`config.mk`:
```
export PLATFORM = sky130hd
export DESIGN_NAME = regstk_seq
export DESIGN_NICKNAME = d
export VERILOG_FILES = /design/src/rtl/regstk_pkg.sv /design/src/rtl/regstk_pick.sv /design/src/rtl/regstk_count.sv /design/src/rtl/regstk_slotfile.sv /design/src/rtl/regstk_seq.sv
export SDC_FILE = /design/constraint.sdc
export NUM_CORES = 1
export LEC_CHECK = 0
export ABC_CLOCK_PERIOD_IN_PS = 3500
export BUFFER_PORTS_ARGS = -buffer_cell sky130_fd_sc_hd__buf_2
export CAP_MARGIN = 20
export CORE_MARGIN = 3
export CORE_UTILIZATION = 52
export DETAILED_ROUTE_END_ITERATION = 16
export GPL_ROUTABILITY_DRIVEN = 0
export PLACE_DENSITY_LB_ADDON = 0.3
export REMOVE_ABC_BUFFERS = 1
export SLEW_MARGIN = 20
export SYNTH_ARGS = -nofsm -noshare
export SYNTH_HDL_FRONTEND = slang
export SYNTH_SLANG_ARGS = --single-unit
```
`constraint.sdc`:
```
create_clock -name clk -period 3.5 [get_ports clk]
set_input_delay 0.35 -clock clk [delete_from_list [all_inputs] [get_ports clk]]
set_output_delay 0.35 -clock clk [all_outputs]
set_load 0.02 [all_outputs]
```
`src/rtl/regstk_pkg.sv`:
```
package regstk_pkg;

  // byte slots in restore order: 0 CC, 1 A, 2 B, 3 DP, 4/5 X hi/lo,
  // 6/7 Y hi/lo, 8/9 other pointer hi/lo, 10/11 PC hi/lo
  localparam int unsigned NSLOT = 12;

  localparam logic [5:0] OPC_GROUP = 6'b001101;  // 0x34..0x37

  typedef enum logic [1:0] {
    ST_IDLE = 2'd0,
    ST_LEAD = 2'd1,
    ST_XFER = 2'd2,
    ST_TAIL = 2'd3
  } seq_state_t;

  // expand the register mask to one enable per byte slot
  function automatic logic [NSLOT-1:0] slot_enables(input logic [7:0] m);
    return {m[7], m[7], m[6], m[6], m[5], m[5], m[4], m[4],
            m[3], m[2], m[1], m[0]};
  endfunction

endpackage

```
`src/rtl/regstk_pick.sv`:
```
// Selects the next pending slot: highest first for a save, lowest for a restore
module regstk_pick #(
  parameter int N  = 12,
  parameter int IW = $clog2(N)
) (
  input  logic [N-1:0]  pend,
  input  logic          hi_first,
  output logic [IW-1:0] idx
);

  always_comb begin
    idx = '0;
    for (int i = 0; i < N; i++) begin
      if (hi_first) begin
        if (pend[i]) idx = IW'(i);
      end else begin
        if (pend[N-1-i]) idx = IW'(N-1-i);
      end
    end
  end

endmodule

```
`src/rtl/regstk_count.sv`:
```
// Total cycle cost: fixed overhead plus one per selected byte
module regstk_count #(
  parameter int N    = 12,
  parameter int BASE = 5,
  parameter int CW   = 5
) (
  input  logic [N-1:0]  sel,
  output logic [CW-1:0] total
);

  always_comb begin
    total = CW'(BASE);
    for (int i = 0; i < N; i++) begin
      total = total + CW'(sel[i]);
    end
  end

endmodule

```
`src/rtl/regstk_slotfile.sv`:
```
// One byte register per slot: loaded from the inputs at start, overwritten on reads
module regstk_slotfile #(
  parameter int N  = 12,
  parameter int DW = 8,
  parameter int IW = $clog2(N)
) (
  input  logic          clk,
  input  logic          rst_n,
  input  logic          load,
  input  logic [N*DW-1:0] ld_vec,
  input  logic          wr,
  input  logic [IW-1:0] widx,
  input  logic [DW-1:0] wdat,
  output logic [N*DW-1:0] q
);

  for (genvar g = 0; g < N; g++) begin : g_slot
    logic [DW-1:0] byte_q;
    logic [DW-1:0] byte_d;

    always_comb begin
      byte_d = byte_q;
      if (load) begin
        byte_d = ld_vec[g*DW +: DW];
      end else if (wr && (widx == IW'(g))) begin
        byte_d = wdat;
      end
    end

    always_ff @(posedge clk or negedge rst_n) begin
      if (!rst_n) begin
        byte_q <= '0;
      end else if (load || wr) begin
        byte_q <= byte_d;
      end
    end

    assign q[g*DW +: DW] = byte_q;
  end

endmodule

```
`src/rtl/regstk_seq.sv`:
```
module regstk_seq
  import regstk_pkg::*;
#(
  parameter int DW       = 8,
  parameter int LEAD_CYC = 3,
  parameter int TAIL_CYC = 2,
  localparam int WW      = 2 * DW,
  localparam int CW      = $clog2(LEAD_CYC + TAIL_CYC + NSLOT + 1)
) (
  input  logic          clk,
  input  logic          rst_n,
  input  logic          start,
  input  logic [7:0]    opcode,
  input  logic [7:0]    postbyte,
  input  logic [DW-1:0] cc_in,
  input  logic [DW-1:0] a_in,
  input  logic [DW-1:0] b_in,
  input  logic [DW-1:0] dp_in,
  input  logic [WW-1:0] x_in,
  input  logic [WW-1:0] y_in,
  input  logic [WW-1:0] u_in,
  input  logic [WW-1:0] s_in,
  input  logic [WW-1:0] pc_in,
  output logic [WW-1:0] mem_addr,
  output logic [DW-1:0] mem_wdata,
  input  logic [DW-1:0] mem_rdata,
  output logic          mem_we,
  output logic          busy,
  output logic          done,
  output logic [CW-1:0] cyc_count,
  output logic [WW-1:0] sp_out,
  output logic [DW-1:0] cc_out,
  output logic [DW-1:0] a_out,
  output logic [DW-1:0] b_out,
  output logic [DW-1:0] dp_out,
  output logic [WW-1:0] x_out,
  output logic [WW-1:0] y_out,
  output logic [WW-1:0] other_sp_out,
  output logic [WW-1:0] pc_out
);

  localparam int IW   = $clog2(NSLOT);
  localparam int PW   = $clog2(LEAD_CYC + TAIL_CYC + 1);
  localparam int BASE = LEAD_CYC + TAIL_CYC;

  seq_state_t      st_q, st_d;
  logic [PW-1:0]   ph_q, ph_d;
  logic [NSLOT-1:0] pend_q, pend_d;
  logic [WW-1:0]   sp_q, sp_d;
  logic            pull_q, pull_d;
  logic [CW-1:0]   cyc_q, cyc_d;

  logic            op_ok, accept, xfer;
  logic [NSLOT-1:0] sel_new;
  logic [CW-1:0]   total_new;
  logic [IW-1:0]   idx;
  logic [WW-1:0]   sp_pick, osp_pick;
  logic [NSLOT*DW-1:0] ld_vec, sf_q;

  assign op_ok    = (opcode[7:2] == OPC_GROUP);
  assign accept   = start && op_ok && (st_q == ST_IDLE);
  assign xfer     = (st_q == ST_XFER);
  assign sel_new  = slot_enables(postbyte);
  assign sp_pick  = opcode[1] ? u_in : s_in;
  assign osp_pick = opcode[1] ? s_in : u_in;

  // slot 11 (PC low) in the top byte down to slot 0 (CC)
  assign ld_vec = {pc_in[DW-1:0], pc_in[WW-1:DW],
                   osp_pick[DW-1:0], osp_pick[WW-1:DW],
                   y_in[DW-1:0], y_in[WW-1:DW],
                   x_in[DW-1:0], x_in[WW-1:DW],
                   dp_in, b_in, a_in, cc_in};

  regstk_count #(.N(NSLOT), .BASE(BASE), .CW(CW)) u_count (
    .sel   (sel_new),
    .total (total_new)
  );

  regstk_pick #(.N(NSLOT), .IW(IW)) u_pick (
    .pend     (pend_q),
    .hi_first (!pull_q),
    .idx      (idx)
  );

  regstk_slotfile #(.N(NSLOT), .DW(DW), .IW(IW)) u_slots (
    .clk    (clk),
    .rst_n  (rst_n),
    .load   (accept),
    .ld_vec (ld_vec),
    .wr     (xfer && pull_q),
    .widx   (idx),
    .wdat   (mem_rdata),
    .q      (sf_q)
  );

  // next-state logic
  always_comb begin
    st_d   = st_q;
    ph_d   = ph_q;
    pend_d = pend_q;
    sp_d   = sp_q;
    pull_d = pull_q;
    cyc_d  = cyc_q;
    unique case (st_q)
      ST_IDLE: begin
        if (accept) begin
          st_d   = ST_LEAD;
          ph_d   = '0;
          pend_d = sel_new;
          sp_d   = sp_pick;
          pull_d = opcode[0];
          cyc_d  = total_new;
        end
      end
      ST_LEAD: begin
        if (ph_q == PW'(LEAD_CYC - 1)) begin
          ph_d = '0;
          st_d = (|pend_q) ? ST_XFER : ST_TAIL;
        end else begin
          ph_d = ph_q + 1'b1;
        end
      end
      ST_XFER: begin
        pend_d = pend_q & ~(NSLOT'(1) << idx);
        sp_d   = pull_q ? (sp_q + 1'b1) : (sp_q - 1'b1);
        if (pend_d == '0) st_d = ST_TAIL;
      end
      ST_TAIL: begin
        if (ph_q == PW'(TAIL_CYC - 1)) begin
          ph_d = '0;
          st_d = ST_IDLE;
        end else begin
          ph_d = ph_q + 1'b1;
        end
      end
      default: st_d = ST_IDLE;
    endcase
  end

  // state registers
  always_ff @(posedge clk or negedge rst_n) begin
    if (!rst_n) begin
      st_q   <= ST_IDLE;
      ph_q   <= '0;
      pend_q <= '0;
      sp_q   <= '0;
      pull_q <= 1'b0;
      cyc_q  <= '0;
    end else begin
      st_q   <= st_d;
      ph_q   <= ph_d;
      pend_q <= pend_d;
      sp_q   <= sp_d;
      pull_q <= pull_d;
      cyc_q  <= cyc_d;
    end
  end

  assign mem_addr  = pull_q ? sp_q : (sp_q - 1'b1);
  assign mem_wdata = sf_q[idx*DW +: DW];
  assign mem_we    = xfer && !pull_q;
  assign busy      = (st_q != ST_IDLE);
  assign done      = (st_q == ST_TAIL) && (ph_q == PW'(TAIL_CYC - 1));
  assign cyc_count = cyc_q;
  assign sp_out    = sp_q;

  assign cc_out       = sf_q[0*DW +: DW];
  assign a_out        = sf_q[1*DW +: DW];
  assign b_out        = sf_q[2*DW +: DW];
  assign dp_out       = sf_q[3*DW +: DW];
  assign x_out        = {sf_q[4*DW +: DW], sf_q[5*DW +: DW]};
  assign y_out        = {sf_q[6*DW +: DW], sf_q[7*DW +: DW]};
  assign other_sp_out = {sf_q[8*DW +: DW], sf_q[9*DW +: DW]};
  assign pc_out       = {sf_q[10*DW +: DW], sf_q[11*DW +: DW]};

endmodule


```
==> impl_metrics.csv, run 1 <==
group,metric,value,unit
run_status,status,"finished with violations",
run_status,violations,"negative hold slack, negative setup slack",
global_route,grt_max_degree,95,
min_path,hold_class,"in -> async",
sta,worst_pin_slew,1.129,ns
sta,period_minus_slack,3.544,ns
sta,post-route-period-util,1.013,
pwr,irDropWorstVdd,0.5286,mV
layout,antenna_cells,0,
setup_path,crit_buf_inv,2,
sta,max_freq,282.2,MHz
sta,fin_ws,-0.04409,ns
setup_path,cp.required,3.15,ns
floorplan,dieArea,18110,um^2
yosys,ys_seq_elements,135,
yosys,yosysTopAreaCell,"dfrtp_1",
global_route,grtUsageMet3,0.08979,
floorplan,row_count,46,
sta,fin_skew,0.008895,ns
drt,wl_per_cell,20.12,um
setup_path,critPathKind,"reg -> out",
sta,rsz0062_at_grt,"yes",
yosys,syn_avg_cell_area,8.370,um^2
sta,hold_ws,-0.002827,ns
setup_path,cpMostUsedCell,"a211oi_1",
setup_path,cp_slowest_cell,"dfrtp_2",
yosys,syn_area,8596,um^2
yosys,async_reset_ff_frac,1.000,
yosys,synth_edf_count,0,
yosys,synthMuxAreaShare,0.06885,
pwr,p_leak,5.593,nW
clocking,clkLatencyLatePin,0.42,ns
setup_path,crit_arrival,3.19,ns
clocking,cts_buffers,17,
setup_path,start_kind,"flop",
yosys,yosys.area_share.xor_xnor,0.01732,
yosys,yosys.area.top_type_share,0.3930,
setup_path,cp_top_family,"compound AO/OA/AOI/OAI gates",
floorplan,ios,283,
global_route,antenna_found_initial,1,
global_route,grt_pass1_vias,8669,
floorplan,die_h,134.6,um
drt,drtPass1Iterations,7,
drt,num_vias,9306,
clocking,tritoncts,"yes",
global_route,grt_use_total,0.3237,
global_route,gr-total-overflow,0,
yosys,yosys-top-cells-area,"dfrtp_1 39%, a21oi_1 8.3%, mux2i_1 6.8%",
setup_path,critPathMaxFanout,25,
floorplan,start_util,0.5353,
global_route,grt_busiest_layer,"met2",
drt,routed_wl,30.66,mm
clocking,cts.sinks,135,
layout,drive_gt1_frac,0.3096,
yosys,synth_top_family_by_area,"compound AO/OA/AOI/OAI gates",
global_route,grt_pass1_wl,46.15,mm
drt,viasPerCell,6.106,
layout,final_cell_mix,"280 x buf_2, 134 x a21oi_1, 132 x dfrtp_1, 131 x nand2_1, 115 x o21ai_0",
sta,finalSetupViolCount,4,
place,post-dp-hpwl,21.64,mm
yosys,yosys.area_share.adder,0.03202,
layout,finalInstanceArea,11140,um^2
place,io_buffers,282,
floorplan,fp.coreArea,16060,um^2
layout,syn2layout_area_growth,29.61,%
place,dp_worst_setup_slack,0.08883,ns
clocking,cts_root_buffer,"clkbuf_16",
global_route,grtUsageMet1,0.4180,
pwr,power_density,905.8,nW/um^2
place,placed_cell_area,10240,um^2
clocking,cts.path.max_buffers,2,
floorplan,die_x,134.6,um
yosys,yosysWarnings,0,
layout,final_common_cell,"buf_2",
layout,fin_nets,1453,
job,drv_cap,0,
setup_path,cpPeakStageDelay,0.43,ns
yosys,synth-compound-area-share,0.2713,
drt,drt_iter0_markers,983,
sta,finalHoldViolations,3,
yosys,synth_flop_cell,"dfrtp_1",
drt,drc,0,
sta,maxSlewViolCount,0,
clocking,clk_pin_slew,0.06,ns
yosys,synth-simple-area-share,0.1668,
yosys,yosysUniqueCellTypes,63,
clocking,hold_buffers,0,
pwr,total_power,10.09,mW
yosys,synth_cells,1027,
drt,ant_nets,0,
setup_path,cp_cell_sequence,"or3b_1 -> a32o_2 -> a31oi_4 -> or2_4 -> buf_12 -> and2_1 -> a211oi_1 -> a211oi_1 -> a221o_1 -> buf_2",
clocking,ctsHtreeMaxLevel,4,
setup_path,end_kind,"output pin",
yosys,synth_seq_area_share,0.3930,
sta,maxSlewHeadroom,0.2460,
global_route,met2_usage,0.5207,
==> state kept, by name, summed over array words and instances (netlist names) <==
| name | count |
|---|---|
| cyc_count | 5 |
| pend_q | 12 |
| ph_q | 3 |
| pull_q | 1 |
| sp_out | 16 |
| st_q | 2 |
| u_slots.g_slot.byte_q | 96 |
==> report_power, final <==
part	total, mW	switching (mW)	internal, mW
clock network	1.90	0.733	1.17
registers	2.82	0.675	2.15
logic	5.37	3.39	1.97
==> routing by layer <==
metal	share of wire	routed length, um
met5	0.00042	13
met1	0.38	11700
met4	0.039	1201
met2	0.48	14610
met3	0.10	3138
==> worst paths after layout <==
kind,endpoint,depth (start not counted),slack [ns],startpoint
setup / recovery,mem_wdata[2],10,-0.04,pend_q[4]$_DFFE_PN0P_
hold / removal,u_slots.g_slot[5].byte_q[6]$_DFFE_PN0P_,1,-0.003,rst_n
setup reg to reg,st_q[1]$_DFFE_PN0P_,10,0.14,pend_q[4]$_DFFE_PN0P_
hold reg to reg,cyc_count[0]$_DFFE_PN0P_,2,0.47,cyc_count[0]$_DFFE_PN0P_
max in group asynchronous,pull_q$_DFFE_PN0P_,2,2.73,rst_n
min in group clk,pend_q[2]$_DFFE_PN0P_,2,0.19,postbyte[2]
==> repair_timing <==
| item | in CTS | in global routing |
|---|---|---|
| endpoints found under the setup margin | 8 | 9 |
| gates resized for setup | 10 | 20 |
| pin swaps | 2 | 9 |
| buffers inserted | 6 | 9 |
| gates cloned | 1 | 1 |
==> layout make-up <==
cell class,instances,area [um^2]
Multi-Input combinational cell,784,4920
Fill cell,1297,4917
Sequential cell,135,3382
Timing Repair Buffer,330,1843
Clock buffer,19,452.9
Tap cell,216,270.3
Clock inverter,13,171.4
Inverter,27,101.3
==> stage by stage <==
stage	TNS (ns)	cells	utilization
finish	-0.09806	1524	0.6938
global route	-0.3820	1524	0.6938
CTS	0	1514	0.6829
detailed placement	0	1475	0.6377
global placement	0	1474	0.6372
floorplan	-594.48	944	-
==> kinds of logic after synthesis <==
group | count (synthesis)
fa+ha+maj | 19
buf+inv | 110
mux | 59
flops | 135
simple gates | 296
xor+xnor | 17
compound gates | 391
==> Yosys cell counts (3+ instances only) <==
cell type and n:
a211oi_1 52, a21o_1 21, a21oi_1 142, a221o_1 8, a221oi_1 5, a22o_1 3, a31oi_1 10, a32o_1 3
and2_1 27, and3_1 6, buf_1 15, buf_2 9, clkbuf_1 57, dfrtp_1 135, fa_1 5, ha_1 14
inv_1 26, mux2i_1 58, nand2_1 131, nand2b_1 5, nand3_1 17, nor2_1 52, nor2b_1 15, nor3_1 13
o211ai_1 4, o21ai_0 116, o22ai_1 9, o31a_1 4, o31ai_1 4, or2_2 4, or3_1 3, xnor2_1 9
xor2_1 8
No activity file was read; power rests on OpenSTA's default activity.
==> run 2, diff against run 1 <==
--- a/config.mk
+++ b/config.mk
@@ -9,7 +9,7 @@
 export BUFFER_PORTS_ARGS = -buffer_cell sky130_fd_sc_hd__buf_2
 export CAP_MARGIN = 20
 export CORE_MARGIN = 3
-export CORE_UTILIZATION = 52
+export CORE_UTILIZATION = 53
 export DETAILED_ROUTE_END_ITERATION = 16
 export GPL_ROUTABILITY_DRIVEN = 0
 export PLACE_DENSITY_LB_ADDON = 0.3
@@ -17,4 +17,5 @@
 export SLEW_MARGIN = 20
 export SYNTH_ARGS = -nofsm -noshare
 export SYNTH_HDL_FRONTEND = slang
+export SYNTH_HIERARCHICAL = 1
 export SYNTH_SLANG_ARGS = --single-unit
==> run 2 against run 1 <==
Compared with the run above: the run ends with negative hold slack left; sequential share of layout area down 2.3 points; utilization down 0.59 points; final cell count up 4.1%; total power down 1.9%; die area up 9.2%; first-iteration DRC count up 19%; routed wire length up 12%; setup slack better by 0.056 ns; critical path depth down 2; register-to-register slack worse by 0.12 ns; hold slack worse by 0.038 ns; critical endpoint is now mem_wdata[4]; largest power group unchanged.
==> impl_metrics.csv, run 2 <==
group,metric,value,unit
setup_path,critPathMaxFanout,14,
pwr,power_switching,4.626,mW
yosys,yosysWarnings,6,
global_route,grt_busiest_layer,"met2",
floorplan,die_h,140.6,um
sta,maxSlewHeadroom,0.4490,
layout,fill_cells,1413,
layout,multi_input_area,5629,um^2
clocking,cts.path.max_buffers,2,
drt,viasPerCell,6.425,
global_route,grt_use_total,0.3261,
floorplan,ios,283,
global_route,grtUsageMet3,0.06886,
global_route,grtUsageMet1,0.4326,
clocking,clk_pin_slew,0.06,ns
global_route,met2_usage,0.5139,
drt,num_vias,10200,
floorplan,row_count,48,
pwr,p_seq_frac,0.284,
pwr,total_power,9.896,mW
sta,maxSlewViolCount,0,
setup_path,r2r_cells,11,
setup_path,rr_endpoint,"st_q[1]$_DFFE_PN0P_",
drt,wl_per_cell,21.64,um
global_route,grt_max_degree,86,
sta,worst_pin_slew,0.8264,ns
layout,drive_gt1_frac,0.3343,
job,drv_cap,0,
sta,max_freq,286.7,MHz
sta,period_minus_slack,3.488,ns
drt,routed_wl,34.35,mm
layout,regMostFlops,"u_slots/g_slot.byte_q",
clocking,clkLatencyLatePin,0.43,ns
drt,ant_nets,0,
layout,post-route-util,0.6879,
yosys,yosysTopAreaCell,"dfrtp_1",
sta,hold_ws,-0.04092,ns
setup_path,cp.required,3.15,ns
pwr,intPower,5.270,mW
run_status,status,"finished with violations",
yosys,synth_cells,1099,
global_route,gr-total-overflow,0,
run_status,violations,"negative hold slack",
global_route,antenna_found_initial,4,
pwr,power_density,820.3,nW/um^2
place,placed_cell_area,11160,um^2
global_route,grt_pass1_vias,9490,
layout,largest_reg_flops,96,
drt,drc,0,
floorplan,start_util,0.5475,
setup_path,startpoint,"pend_q[1]$_DFFE_PN0P_",
yosys,synth.most_common_cell,"a21oi_1",
clocking,ctsHtreeMaxLevel,4,
layout,final_cell_mix,"281 x buf_2, 140 x a21oi_1, 134 x dfrtp_1, 121 x o21ai_0, 111 x nor2b_1",
clocking,tritoncts,"yes",
floorplan,die_x,140.6,um
pwr,p_leak,4.946,nW
yosys,yosys-top-cells-area,"dfrtp_1 35%, nor2b_1 7.4%, a21oi_1 7.3%",
sta,fin_skew,0.01041,ns
pwr,power_frac_comb,0.532,
yosys,yosys.area.top_type_share,0.3518,
drt,drtPass1Iterations,6,
clocking,cts_root_buffer,"clkbuf_16",
clocking,hold_buffers,0,
setup_path,endpoint,"mem_wdata[4]",
yosys,synth_commonest_cells,"141 x a21oi_1, 135 x dfrtp_1, 123 x o21ai_0, 113 x nor2b_1, 85 x a31oi_1",
pwr,switching_share,0.4674,
yosys,synth_seq_area_share,0.3518,
yosys,async_reset_ff_frac,1.000,
setup_path,crit_arrival,3.14,ns
setup_path,start_kind,"flop",
pwr,irDropWorstVdd,0.5397,mV
layout,syn2layout_area_growth,25.65,%
layout,ff_latch_area,3379,um^2
yosys,syn_avg_cell_area,8.737,um^2
clocking,cts_buffers,17,
layout,finalInstanceArea,12060,um^2
setup_path,reg2reg_slack,0.02,ns
setup_path,end_kind,"output pin",
place,post-dp-hpwl,23.24,mm
yosys,ys_seq_elements,135,
yosys,synth_edf_count,0,
layout,final_common_cell,"buf_2",
setup_path,critPathKind,"reg -> out",
sta,fin_setup_tns,0,ns
setup_path,reg2reg_from,"pend_q[3]$_DFFE_PN0P_",
drt,drt_iter0_markers,1170,
yosys,yosysUniqueCellTypes,74,
sta,finalSetupViolCount,0,
clocking,cts.sinks,135,
sta,post-route-period-util,0.9966,
yosys,synth_flop_cell,"dfrtp_1",
floorplan,dieArea,19770,um^2
layout,fin_nets,1508,
sta,finalHoldViolations,10,
global_route,grt_pass1_wl,51.32,mm
floorplan,fp.coreArea,17540,um^2
place,io_buffers,282,
yosys,syn_area,9602,um^2
min_path,hold_class,"in -> async",
pwr,clkPwrFrac,0.183,
-- run 2: layer usage --
metal  wire (um)  up-vias  share of wire
li1            -     4514              -
met5          45        -         0.0013
met1       13050     4799           0.38
met2       16150      739           0.47
met4        1619        6          0.047
met3        3492      138           0.10
-- run 2: timing repair --
item	in CTS	in global routing
resized for setup	2	16
cloned	0	7
pin swaps	1	2
buffers inserted	0	14
setup endpoints to repair	6	11
-- run 2: stage by stage --
stage | worst slack (ns) | cells
after floorplan | -2.259 | 993
after global routing | -0.07438 | 1587
after global placement | -0.04419 | 1533
final | 0.01189 | 1587
after detailed placement | -0.08060 | 1533
after CTS | 0.002528 | 1565
-- run 2: cell families after synthesis --
family / after synthesis / share of synthesized area
AOI/OAI and AO/OA: 418 / 0.2479
xor gates and xnor gates: 18 / 0.01642
adders and majority gates: 21 / 0.03284
buffers and inverters: 145 / 0.06906
DFF: 135 / 0.3518
muxes: 73 / 0.1113
and+or+nand+nor: 289 / 0.1707
-- run 2: area by class of cell --
cell class	count	area share
antenna	1	0.0002074
clock buffer	21	0.03817
clock inverter	11	0.01027
inverter	39	0.01255
multi-input combinational	820	0.4666
sequential	135	0.2801
tap	225	0.02334
timing repair buffer	335	0.1687
-- run 2: how the worst min path moves through the flow --
stage	end	slack, ns	cells past startpoint
after CTS	u_slots/g_slot[10].byte_q[7]$_DFFE_PN0P_	0.01	1
final	u_slots/g_slot[10].byte_q[7]$_DFFE_PN0P_	-0.04	1
after global placement	u_slots/g_slot[10].byte_q[7]$_DFFE_PN0P_	0.46	1
after detailed placement	u_slots/g_slot[10].byte_q[7]$_DFFE_PN0P_	0.46	1
after floorplan	cyc_count[0]$_DFFE_PN0P_	0.05	0
after global routing	u_slots/g_slot[10].byte_q[7]$_DFFE_PN0P_	0.03	1
-- run 2: power groups by stage --
| stage | Combinational (mW) | Clock [mW] | Sequential [mW] |
|---|---|---|---|
| after CTS | 5.00 | 1.82 | 2.78 |
| after global routing | 5.64 | 1.89 | 2.89 |
| final | 5.27 | 1.82 | 2.81 |
| after detailed placement | 4.97 | 0 | 2.80 |
| after global placement | 4.87 | 0 | 2.79 |
| after floorplan | 2.53 | 0 | 3.30 |
-- run 2: critical path: stages (launching register included) --
cell	delay (ns)
dfrtp_1	0.48
o31ai_1	0.49
a221oi_2	0.18
nor3_4	0.47
buf_8	0.24
mux4_2	0.20
mux2i_1	0.06
o21ai_0	0.34
buf_2	0.24
==> run 3, diff against run 2 <==
--- a/config.mk
+++ b/config.mk
@@ -5,11 +5,11 @@
 export SDC_FILE = /design/constraint.sdc
 export NUM_CORES = 1
 export LEC_CHECK = 0
-export ABC_CLOCK_PERIOD_IN_PS = 3500
+export ABC_CLOCK_PERIOD_IN_PS = 3200
 export BUFFER_PORTS_ARGS = -buffer_cell sky130_fd_sc_hd__buf_2
 export CAP_MARGIN = 20
 export CORE_MARGIN = 3
-export CORE_UTILIZATION = 53
+export CORE_UTILIZATION = 48
 export DETAILED_ROUTE_END_ITERATION = 16
 export GPL_ROUTABILITY_DRIVEN = 0
 export PLACE_DENSITY_LB_ADDON = 0.3
==> constraint.sdc (replaced) <==
create_clock -name clk -period 3.2 [get_ports clk]
set_input_delay 0.32 -clock clk [delete_from_list [all_inputs] [get_ports clk]]
set_output_delay 0.32 -clock clk [all_outputs]
set_load 0.02 [all_outputs]
==> run 3 against run 2 <==
Compared with the run above: the run ends with negative setup slack left; utilization decreased by 5.8 points; total power increased by 12%; first-iteration DRC count increased by 4.9%; count of clock-buffer cells in the layout decreased by 3; combinational power increased by 15%; via count decreased by 1.8%; largest power group unchanged; die area increased by 10%; setup slack got worse by 0.11 ns; flip-flop and latch count unchanged; largest cell class unchanged; sequential power increased by 7.8%; clock power increased by 12%; global-route usage decreased by 2.1 points.
==> impl_metrics.csv, run 3 (synthesized netlist as in run 2, its figures left out) <==
group,metric,value,unit
run_status,status,"finished with violations",
run_status,violations,"negative setup slack",
drt,drt_iter0_markers,1227,
drt,num_vias,10010,
setup_path,cpMostUsedCell,"buf_4",
clocking,clkLatencyLatePin,0.42,ns
floorplan,row_count,51,
drt,viasPerCell,6.117,
layout,final_cell_mix,"275 x buf_2, 138 x a21oi_1, 129 x dfrtp_1, 116 x o21ai_0, 111 x nor2b_1",
clocking,tritoncts,"yes",
floorplan,fp.coreArea,19530,um^2
global_route,gr-total-overflow,0,
setup_path,crit_buf_inv,3,
pwr,p_leak,5.042,nW
sta,fin_ws,-0.09347,ns
min_path,hold_class,"in -> reg",
clocking,ctsHtreeMaxLevel,4,
layout,regMostFlops,"u_slots/g_slot.byte_q",
setup_path,reg2reg_slack,-0.07,ns
global_route,grt_use_total,0.3055,
pwr,total_power,11.12,mW
drt,wl_per_cell,20.82,um
floorplan,start_util,0.4917,
sta,post-route-period-util,1.029,
clocking,cts_buffers,17,
place,dp_worst_setup_slack,-0.3826,ns
setup_path,cp_cell_sequence,"or2_4 -> o32ai_2 -> o22ai_1 -> a221o_2 -> buf_4 -> buf_12 -> mux4_2 -> mux2i_1 -> o21ai_2 -> buf_4",
global_route,grt_pass1_vias,9496,
sta,fin_skew,0.008572,ns
drt,routed_wl,34.08,mm
pwr,power_density,903.4,nW/um^2
sta,period_minus_slack,3.293,ns
global_route,antenna_found_initial,6,
sta,rsz0062_at_grt,"yes",
layout,post-route-util,0.6301,
layout,syn2layout_area_growth,28.15,%
layout,largest_reg_flops,96,
floorplan,die_h,147.4,um
sta,maxSlewHeadroom,0.5077,
floorplan,die_x,147.4,um
sta,fin_setup_tns,-0.6600,ns
sta,max_freq,303.6,MHz
layout,drive_gt1_frac,0.3564,
setup_path,critPathKind,"reg -> out",
sta,finalHoldViolations,0,
setup_path,cpPeakStageDelay,0.48,ns
clocking,clk_pin_slew,0.06,ns
drt,wl_met1,13.41,mm
setup_path,start_kind,"flop",
pwr,irDropWorstVdd,0.6006,mV
global_route,grt_pass1_wl,52.93,mm
layout,antenna_cells,0,
sta,finalSetupViolCount,10,
floorplan,ios,283,
setup_path,critPathMaxFanout,8,
drt,drtPass1Iterations,6,
setup_path,cp_slowest_cell,"dfrtp_2",
setup_path,cp.required,2.88,ns
setup_path,cp_top_family,"compound AO/OA/AOI/OAI gates",
sta,hold_ws,0.1299,ns
drt,top_layer,"met5",
drt,ant_nets,0,
job,drv_cap,0,
clocking,cts_root_buffer,"clkbuf_16",
place,post-dp-hpwl,23.74,mm
layout,final_common_cell,"buf_2",
sta,maxSlewViolCount,0,
global_route,grt_max_degree,90,
drt,wl_met2,16.52,mm
setup_path,end_kind,"output pin",
clocking,cts.path.max_buffers,2,
drt,drc,0,
clocking,cts.sinks,135,
layout,fin_nets,1519,
drt,dr_wl_met3,3.160,mm
sta,worst_pin_slew,0.7385,ns
place,io_buffers,282,
setup_path,crit_arrival,2.97,ns
floorplan,dieArea,21740,um^2
[run 3: cell types whose count changed in the layout (fill, tap and decap cells not counted), moves of 3 or more]
cell,change
dfrtp_1,-5
clkinv_4,+3
clkbuf_16,-4
o21ai_2,+3
buf_6,+4
o21ai_0,-5
mux2_2,-3
buf_2,-6
dfrtp_2,+5
inv_6,+4
buf_4,+19
clkinv_2,-3
[run 3: final timing paths]
path,depth (start not counted),startpoint,to
setup / recovery,10,pend_q[9]$_DFFE_PN0P_,mem_wdata[4]
max in group asynchronous,3,rst_n,pend_q[10]$_DFFE_PN0P_
hold reg to reg,2,cyc_count[1]$_DFFE_PN0P_,cyc_count[1]$_DFFE_PN0P_
setup reg to reg,13,pend_q[9]$_DFFE_PN0P_,st_q[1]$_DFFE_PN0P_
min in group asynchronous,2,rst_n,sp_out[6]$_DFFE_PN0P_
hold / removal,3,opcode[0],pull_q$_DFFE_PN0P_
[run 3: through the flow]
step | area [um^2] | cells
CTS | 12110 | 1628
floorplan | 9085 | 993
detailed placement | 11280 | 1585
finish | 12300 | 1637
global placement | 11280 | 1585
global route | 12300 | 1637
[run 3: layer usage]
metal,GRT usage,up-vias
met3,0.06806,80
met2,0.4938,622
met5,0,-
met4,0.09320,12
met1,0.4148,4777
li1,-,4522
[run 3: repair_timing]
item / CTS / global route
gates resized for setup: 30 / 28
endpoints found under the hold margin: 52 / 0
buffers inserted: 8 / 7
cloned: 2 / 2
pin swaps: 4 / 6
hold buffers: 1 / 0
endpoints found under the setup margin: 13 / 33
[run 3: layout make-up]
type                       instances  area, um^2
fill                            1719        7222
timing repair buffer             347        2111
multi-input combinational        819        5715
sequential                       135        3386
clock buffer                      18       439.2
tap                              265       331.6
clock inverter                    14       165.2
inverter                          39       156.4
[run 3: worst reg2reg max path: stages (launching register included)]
cell and delay [ns]:
dfrtp_2 0.48, or2_4 0.28, o32ai_2 0.09, o22ai_1 0.10, a221o_2 0.40, buf_4 0.16
buf_6 0.11, buf_6 0.12, or3_4 0.32, a21oi_2 0.12, o221ai_1 0.13, nand4b_1 0.27
a21oi_2 0.25, mux2_4 0.32
[run 3: report_power, final]
group          internal [mW]  total, mW  switching (mW)
clock                   1.19       2.04           0.849
combinational           2.44       6.05            3.61
sequential              2.34       3.03           0.690
